`config.mk`:
```
export PLATFORM = sky130hd
export DESIGN_NAME = i2c_start_reserve
export DESIGN_NICKNAME = d
export VERILOG_FILES = /design/src/rtl/i2c_rsv_pkg.sv /design/src/rtl/i2c_rsv_bus_mon.sv /design/src/rtl/i2c_rsv_ctrl.sv /design/src/rtl/i2c_rsv_settle.sv /design/src/rtl/i2c_start_reserve.sv
export SDC_FILE = /design/constraint.sdc
export NUM_CORES = 1
export LEC_CHECK = 0
export ABC_AREA = 1
export BUFFER_PORTS_ARGS = -buffer_cell sky130_fd_sc_hd__clkbuf_2
export CORE_ASPECT_RATIO = 1.25
export CORE_UTILIZATION = 50
export CTS_CLUSTER_DIAMETER = 30
export DETAILED_ROUTE_END_ITERATION = 10
export GPL_TIMING_DRIVEN = 0
export PLACE_DENSITY = 0.75
export SYNTH_ARGS = -nofsm -noshare
export SYNTH_HDL_FRONTEND = slang
export SYNTH_SLANG_ARGS = --single-unit
```
`constraint.sdc`:
```
create_clock -name clk -period 1.5 [get_ports clk]
set_clock_uncertainty 0.1 [all_clocks]
set_input_delay 0.15 -clock clk [delete_from_list [all_inputs] [get_ports clk]]
set_output_delay 0.15 -clock clk [all_outputs]
set_load 0.01 [all_outputs]
```
`src/rtl/i2c_rsv_pkg.sv`:
```
package i2c_rsv_pkg;

    localparam int CSEL_W = 2;

    typedef enum logic [1:0] {
        ST_IDLE  = 2'd0,
        ST_RSV   = 2'd1,
        ST_MWAIT = 2'd2,
        ST_MXFER = 2'd3
    } rsv_state_e;

    typedef struct packed {
        logic scl;
        logic sda;
    } line_s;

    typedef struct packed {
        logic stop_det;
        logic busy;
    } bus_evt_s;

    function automatic int unsigned settle_len(int unsigned base, logic [CSEL_W-1:0] sel);
        return base << sel;
    endfunction

endpackage

```
`src/rtl/i2c_rsv_bus_mon.sv`:
```
module i2c_rsv_bus_mon
    import i2c_rsv_pkg::*;
(
    input  logic     clk,
    input  logic     rst,
    input  logic     scl_in,
    input  logic     sda_in,
    output bus_evt_s evt
);
    line_s cur_q, old_q;
    logic  busy_q;
    logic  start_det, stop_det;

    always_ff @(posedge clk) begin
        if (rst) begin
            cur_q  <= '{scl: 1'b1, sda: 1'b1};
            old_q  <= '{scl: 1'b1, sda: 1'b1};
            busy_q <= 1'b0;
        end else begin
            cur_q <= '{scl: scl_in, sda: sda_in};
            old_q <= cur_q;
            if (start_det)
                busy_q <= 1'b1;
            else if (stop_det)
                busy_q <= 1'b0;
        end
    end

    // Conditions: SDA edge while SCL stays high across both samples
    assign start_det = old_q.scl & cur_q.scl & old_q.sda & ~cur_q.sda;
    assign stop_det  = old_q.scl & cur_q.scl & ~old_q.sda & cur_q.sda;

    assign evt = '{stop_det: stop_det, busy: busy_q};

    p_busy_set_r1: assert property (@(posedge clk) disable iff (rst)
        $rose(busy_q) |-> $past(start_det));
    p_busy_clr_r1: assert property (@(posedge clk) disable iff (rst)
        $fell(busy_q) |-> $past(stop_det));

endmodule

```
`src/rtl/i2c_rsv_ctrl.sv`:
```
module i2c_rsv_ctrl
    import i2c_rsv_pkg::*;
(
    input  logic     clk,
    input  logic     rst,
    input  bus_evt_s evt,
    input  logic     start_req,
    input  logic     release_req,
    input  logic     tx_write,
    input  logic     arb_lost,
    input  logic     stop_irq_en,
    output logic     gen_start,
    output logic     master_sts,
    output logic     wait_state,
    output logic     reserved,
    output logic     addr_xfer,
    output logic     req_taken
);
    rsv_state_e state_q;

    always_ff @(posedge clk) begin
        if (rst) begin
            state_q   <= ST_IDLE;
            gen_start <= 1'b0;
            addr_xfer <= 1'b0;
        end else begin
            gen_start <= 1'b0;
            addr_xfer <= 1'b0;
            unique case (state_q)
                ST_IDLE: begin
                    if (start_req) begin
                        if (!evt.busy) begin
                            state_q   <= ST_MWAIT;
                            gen_start <= 1'b1;
                        end else if (stop_irq_en) begin
                            state_q <= ST_RSV;
                        end
                    end
                end
                ST_RSV: begin
                    if (release_req) begin
                        state_q <= ST_IDLE;
                    end else if (evt.stop_det) begin
                        state_q   <= ST_MWAIT;
                        gen_start <= 1'b1;
                    end
                end
                ST_MWAIT: begin
                    if (arb_lost || release_req) begin
                        state_q <= ST_IDLE;
                    end else if (tx_write) begin
                        state_q   <= ST_MXFER;
                        addr_xfer <= 1'b1;
                    end
                end
                ST_MXFER: begin
                    if (arb_lost || release_req || evt.stop_det)
                        state_q <= ST_IDLE;
                end
                default: state_q <= ST_IDLE;
            endcase
        end
    end

    assign reserved   = (state_q == ST_RSV);
    assign wait_state = (state_q == ST_MWAIT);
    assign master_sts = (state_q == ST_MWAIT) || (state_q == ST_MXFER);
    assign req_taken  = (state_q == ST_IDLE) && start_req && (!evt.busy || stop_irq_en);

    p_rsv_quiet_r3: assert property (@(posedge clk) disable iff (rst)
        reserved |-> !gen_start && !master_sts);
    p_auto_start_r5: assert property (@(posedge clk) disable iff (rst)
        reserved && evt.stop_det && !release_req |=> gen_start && wait_state);
    p_addr_wait_r6: assert property (@(posedge clk) disable iff (rst)
        addr_xfer |-> $past(wait_state) && $past(tx_write));
    p_cancel_r7: assert property (@(posedge clk) disable iff (rst)
        release_req |=> !reserved && !master_sts);
    p_hold_r8: assert property (@(posedge clk) disable iff (rst)
        reserved && start_req && !release_req && !evt.stop_det |=> reserved);
    p_arb_drop_r9: assert property (@(posedge clk) disable iff (rst)
        master_sts && arb_lost |=> !master_sts && !gen_start);

endmodule

```
`src/rtl/i2c_rsv_settle.sv`:
```
module i2c_rsv_settle
    import i2c_rsv_pkg::*;
#(
    parameter int unsigned SETTLE_BASE = 4
) (
    input  logic              clk,
    input  logic              rst,
    input  logic              req_taken,
    input  logic [CSEL_W-1:0] clk_sel,
    output logic              sts_valid
);
    localparam int unsigned MAX_WAIT = SETTLE_BASE << ((1 << CSEL_W) - 1);
    localparam int          CNT_W    = $clog2(MAX_WAIT + 1);

    logic [CNT_W-1:0] cnt_q;

    always_ff @(posedge clk) begin
        if (rst) begin
            cnt_q     <= '0;
            sts_valid <= 1'b0;
        end else if (req_taken) begin
            cnt_q     <= CNT_W'(settle_len(SETTLE_BASE, clk_sel));
            sts_valid <= 1'b0;
        end else if (cnt_q != '0) begin
            cnt_q <= cnt_q - 1'b1;
            if (cnt_q == CNT_W'(1))
                sts_valid <= 1'b1;
        end
    end

    p_valid_rise_r10: assert property (@(posedge clk) disable iff (rst)
        $rose(sts_valid) |-> $past(cnt_q) == CNT_W'(1));
    p_valid_drop_r10: assert property (@(posedge clk) disable iff (rst)
        req_taken |=> !sts_valid);

endmodule

```
`src/rtl/i2c_start_reserve.sv`:
```
module i2c_start_reserve
    import i2c_rsv_pkg::*;
#(
    parameter int unsigned SETTLE_BASE = 4
) (
    input  logic              clk,
    input  logic              rst,
    input  logic              scl_in,
    input  logic              sda_in,
    input  logic              start_req,
    input  logic              release_req,
    input  logic              tx_write,
    input  logic              arb_lost,
    input  logic              stop_irq_en,
    input  logic [CSEL_W-1:0] clk_sel,
    output logic              bus_busy,
    output logic              gen_start,
    output logic              master_sts,
    output logic              wait_state,
    output logic              reserved,
    output logic              addr_xfer,
    output logic              sts_valid
);
    bus_evt_s evt;
    logic     req_taken;

    i2c_rsv_bus_mon u_mon (
        .clk    (clk),
        .rst    (rst),
        .scl_in (scl_in),
        .sda_in (sda_in),
        .evt    (evt)
    );

    i2c_rsv_ctrl u_ctrl (
        .clk         (clk),
        .rst         (rst),
        .evt         (evt),
        .start_req   (start_req),
        .release_req (release_req),
        .tx_write    (tx_write),
        .arb_lost    (arb_lost),
        .stop_irq_en (stop_irq_en),
        .gen_start   (gen_start),
        .master_sts  (master_sts),
        .wait_state  (wait_state),
        .reserved    (reserved),
        .addr_xfer   (addr_xfer),
        .req_taken   (req_taken)
    );

    i2c_rsv_settle #(.SETTLE_BASE(SETTLE_BASE)) u_settle (
        .clk       (clk),
        .rst       (rst),
        .req_taken (req_taken),
        .clk_sel   (clk_sel),
        .sts_valid (sts_valid)
    );

    assign bus_busy = evt.busy;

    p_no_drive_busy_r2: assert property (@(posedge clk) disable iff (rst)
        gen_start |-> master_sts);

endmodule

```
==> results.json <==
{
  "worstPathRequired_ps": 1580,
  "outcome": "finished clean",
  "hold_path_class": "input pin to flip-flop",
  "setup_tns_ps": 0,
  "drive_gt1_share_pct": 28.0,
  "core_area_um2": 1580,
  "worstSetupPathType": "flip-flop to flip-flop",
  "worst_slew_pin_slew_ps": 276,
  "postSynthAreaPerCell_um2": 7.22,
  "cts_setup_buffers": 0,
  "wire_per_inst_um": 10.2,
  "startpoint_type": "flip-flop",
  "grt_pass1_vias": 677,
  "rsz0062_at_grt": "false",
  "routed_wl_um": 1650,
  "hold_slack_ps": 33.1,
  "ff_latch_area_um2": 320,
  "switching_share_pct": 42.8,
  "p_leak_nw": 0.530,
  "cts_buffer_depth": 2,
  "ys.warnings.count": 0,
  "antenna_found_initial": 0,
  "die_w_um": 38.9,
  "area_growth_pct": 23.1,
  "synthCells": 118,
  "fillerInstances": 155,
  "htree_levels": 1,
  "rows": 16,
  "hpwl_um": 1280,
  "synth.distinct_cells": 26,
  "cts-root-buf": "clkbuf_4",
  "clk_pin_slew_ps": 90,
  "routed-wl-met2_um": 857,
  "critPathMaxFanout": 5,
  "routabilityCongestion": 0.803,
  "cts_tree": "built",
  "die_y_um": 48.2,
  "dr.first_iter.drc_count": 12,
  "ir_drop_mv": 0.972,
  "met1Wirelength_um": 696,
  "wl_met3_um": 72,
  "grt-ovfl-total": 0,
  "ios": 18,
  "io_buffer_count": 17,
  "clkPwrFrac_pct": 16.1,
  "ant_nets": 0,
  "slowest_stage": "dfxtp_1",
  "drc_errors": 0,
  "start_util_pct": 53.9,
  "arrival_ps": 1440,
  "cts-buffers-inserted": 3,
  "synth_nets": 132,
  "layout_min_cycle_time_ps": 1360,
  "power_switching_mw": 0.758,
  "grt_max_degree": 10,
  "grt_pass1_wl_um": 2570,
  "period_share_pct": 90.6,
  "clk_latency_ps": 280,
  "yosysSeqAreaShare_pct": 37.6,
  "slowest_delay_ps": 350,
  "p_per_area_nw_per_um2": 1690,
  "multi_input_area_um2": 455,
  "grt.total_usage_pct": 19.9,
  "setup_viol": 0,
  "internal_power_mw": 1.01,
  "p_seq_share_pct": 35.0,
  "syn-cell-area_um2": 852,
  "slew_viol_final": 0,
  "viasPerCell": 4.91,
  "ys_ff_latch": 16,
  "cp-end-kind": "flip-flop",
  "die_area_um2": 1870,
  "cts.sinks": 16,
  "highest_layer": "met4",
  "antenna_cells": 0,
  "finish.utilization_pct": 66.3,
  "path_delay_family": "flip-flops",
  "max_cap_violations": 0,
  "max_freq_mhz": 736,
  "vias": 791,
  "fin_nets": 158,
  "maxSlewHeadroom_pct": 81.6,
  "combinationalPowerShare_pct": 48.9,
  "hold_viol_final": 0,
  "dr.pass1.iters": 4,
  "crit_buf_inv": 1,
  "path_cells": "inv_1 > ha_1 > nand3_2 > o21ai_4 > a21oi_1"
}
-- cell usage after synthesis --
cell type / count / area (um2)
nand2_1: 22 / 82.6
inv_1: 18 / 67.6
dfxtp_1: 16 / 320
nor2_1: 15 / 56.3
nand3_1: 9 / 45.0
a21oi_1: 6 / 30.0
ha_1: 3 / 37.5
inv_2: 3 / 11.3
or2_2: 3 / 18.8
nand2_2: 2 / 12.5
nand3_2: 2 / 20.0
nand4_1: 2 / 12.5
nor2_4: 2 / 22.5
o21ai_0: 2 / 10.0
xnor2_1: 2 / 17.5
a21oi_2: 1 / 8.76
a31oi_1: 1 / 6.26
clkbuf_1: 1 / 3.75
inv_4: 1 / 6.26
nand3_4: 1 / 17.5
nor2_2: 1 / 6.26
nor3_1: 1 / 5.00
o211ai_2: 1 / 12.5
o21a_1: 1 / 7.51
o21ai_1: 1 / 5.00
o21ai_2: 1 / 8.76
-- final cells by class --
cell class                      instances  area share [%]
Timing Repair Buffer                   21            11.9
Tap cell                               18            2.15
Inverter                               22            8.11
Multi-Input combinational cell         79            43.4
Buffer                                  1           0.358
Clock buffer                            4            3.46
Sequential cell                        16            30.5
-- per-layer routing --
metal | global-route usage (%) | vias to the layer above
li1 | - | 419
met1 | 20.7 | 350
met2 | 39.7 | 20
met3 | 2.74 | 2
met4 | 7.59 | 0
met5 | 0 | -
-- worst reg2reg max path, cell delays in order, from the launching register on --
cell and delay (ps):
dfxtp_1 350, inv_1 140, ha_1 230, nand3_2 160, o21ai_4 210, a21oi_1 60
-- cells by family after synthesis --
logic type | count (synthesis) | synth area share (%)
AND/OR/NAND/NOR | 60 | 35.1
XOR/XNOR | 2 | 2.06
buffers and inverters | 23 | 10.4
AO/OA/AOI/OAI | 14 | 10.4
adder cells (fa/ha/maj) | 3 | 4.41
flip-flops | 16 | 37.6
-- per-stage QoR --
step / worst slack [ps] / power, mW / instances / cell area [um2]
2_1_floorplan: 235 / 1.27 / 118 / 852
6_report: 141 / 1.77 / 161 / 1050
5_1_grt: 26.7 / 1.93 / 161 / 1050
3_3_place_gp: 113 / 1.42 / 153 / 960
4_1_cts: 72.3 / 1.75 / 160 / 1030
3_5_place_dp: 87.6 / 1.46 / 153 / 960
-- cells in the final DEF, fill, tap and decap left out, drive strengths merged, types with 2 or more instances in the layout --
cell / instances
nand4: 2
ha: 3
nor2: 18
xnor2: 2
dlygate4sd3: 4
inv: 22
o21ai: 4
or2: 3
nand3: 12
a21oi: 7
nand2: 24
clkbuf: 22
dfxtp: 16
-- repair_timing --
action	CTS	global route
hold buffers	3	1
gates resized for setup	0	2
endpoints found under the hold margin	4	1
setup endpoints to repair	0	4
-- power groups by stage --
stage | sequential, mW | clock (mW) | combinational, mW
detailed placement | 0.628 | 0 | 0.827
global placement | 0.623 | 0 | 0.793
CTS | 0.619 | 0.291 | 0.836
finish | 0.619 | 0.284 | 0.867
global route | 0.636 | 0.310 | 0.986
floorplan | 0.617 | 0 | 0.653
-- worst paths after layout --
path / slack [ps] / to / start / depth (start not counted)
min: 30 / u_settle.cnt_q[5] / clk_sel[0] / 3
max: 140 / u_settle.cnt_q[2] / u_settle.cnt_q[0] / 5
max reg2reg: 140 / u_settle.cnt_q[2] / u_settle.cnt_q[0] / 5
min reg2reg: 350 / u_mon.old_q[1] / u_mon.cur_q[1] / 1
-- state kept, by name, indices dropped and copies added (netlist names) --
| register | cells |
|---|---|
| u_settle.cnt_q | 6 |
| u_ctrl.state_q | 2 |
| u_mon.cur_q | 2 |
| u_mon.old_q | 2 |
| u_ctrl.addr_xfer | 1 |
| u_ctrl.gen_start | 1 |
| u_mon.busy_q | 1 |
| u_settle.sts_valid | 1 |
Power figures use the tool's default switching activity.
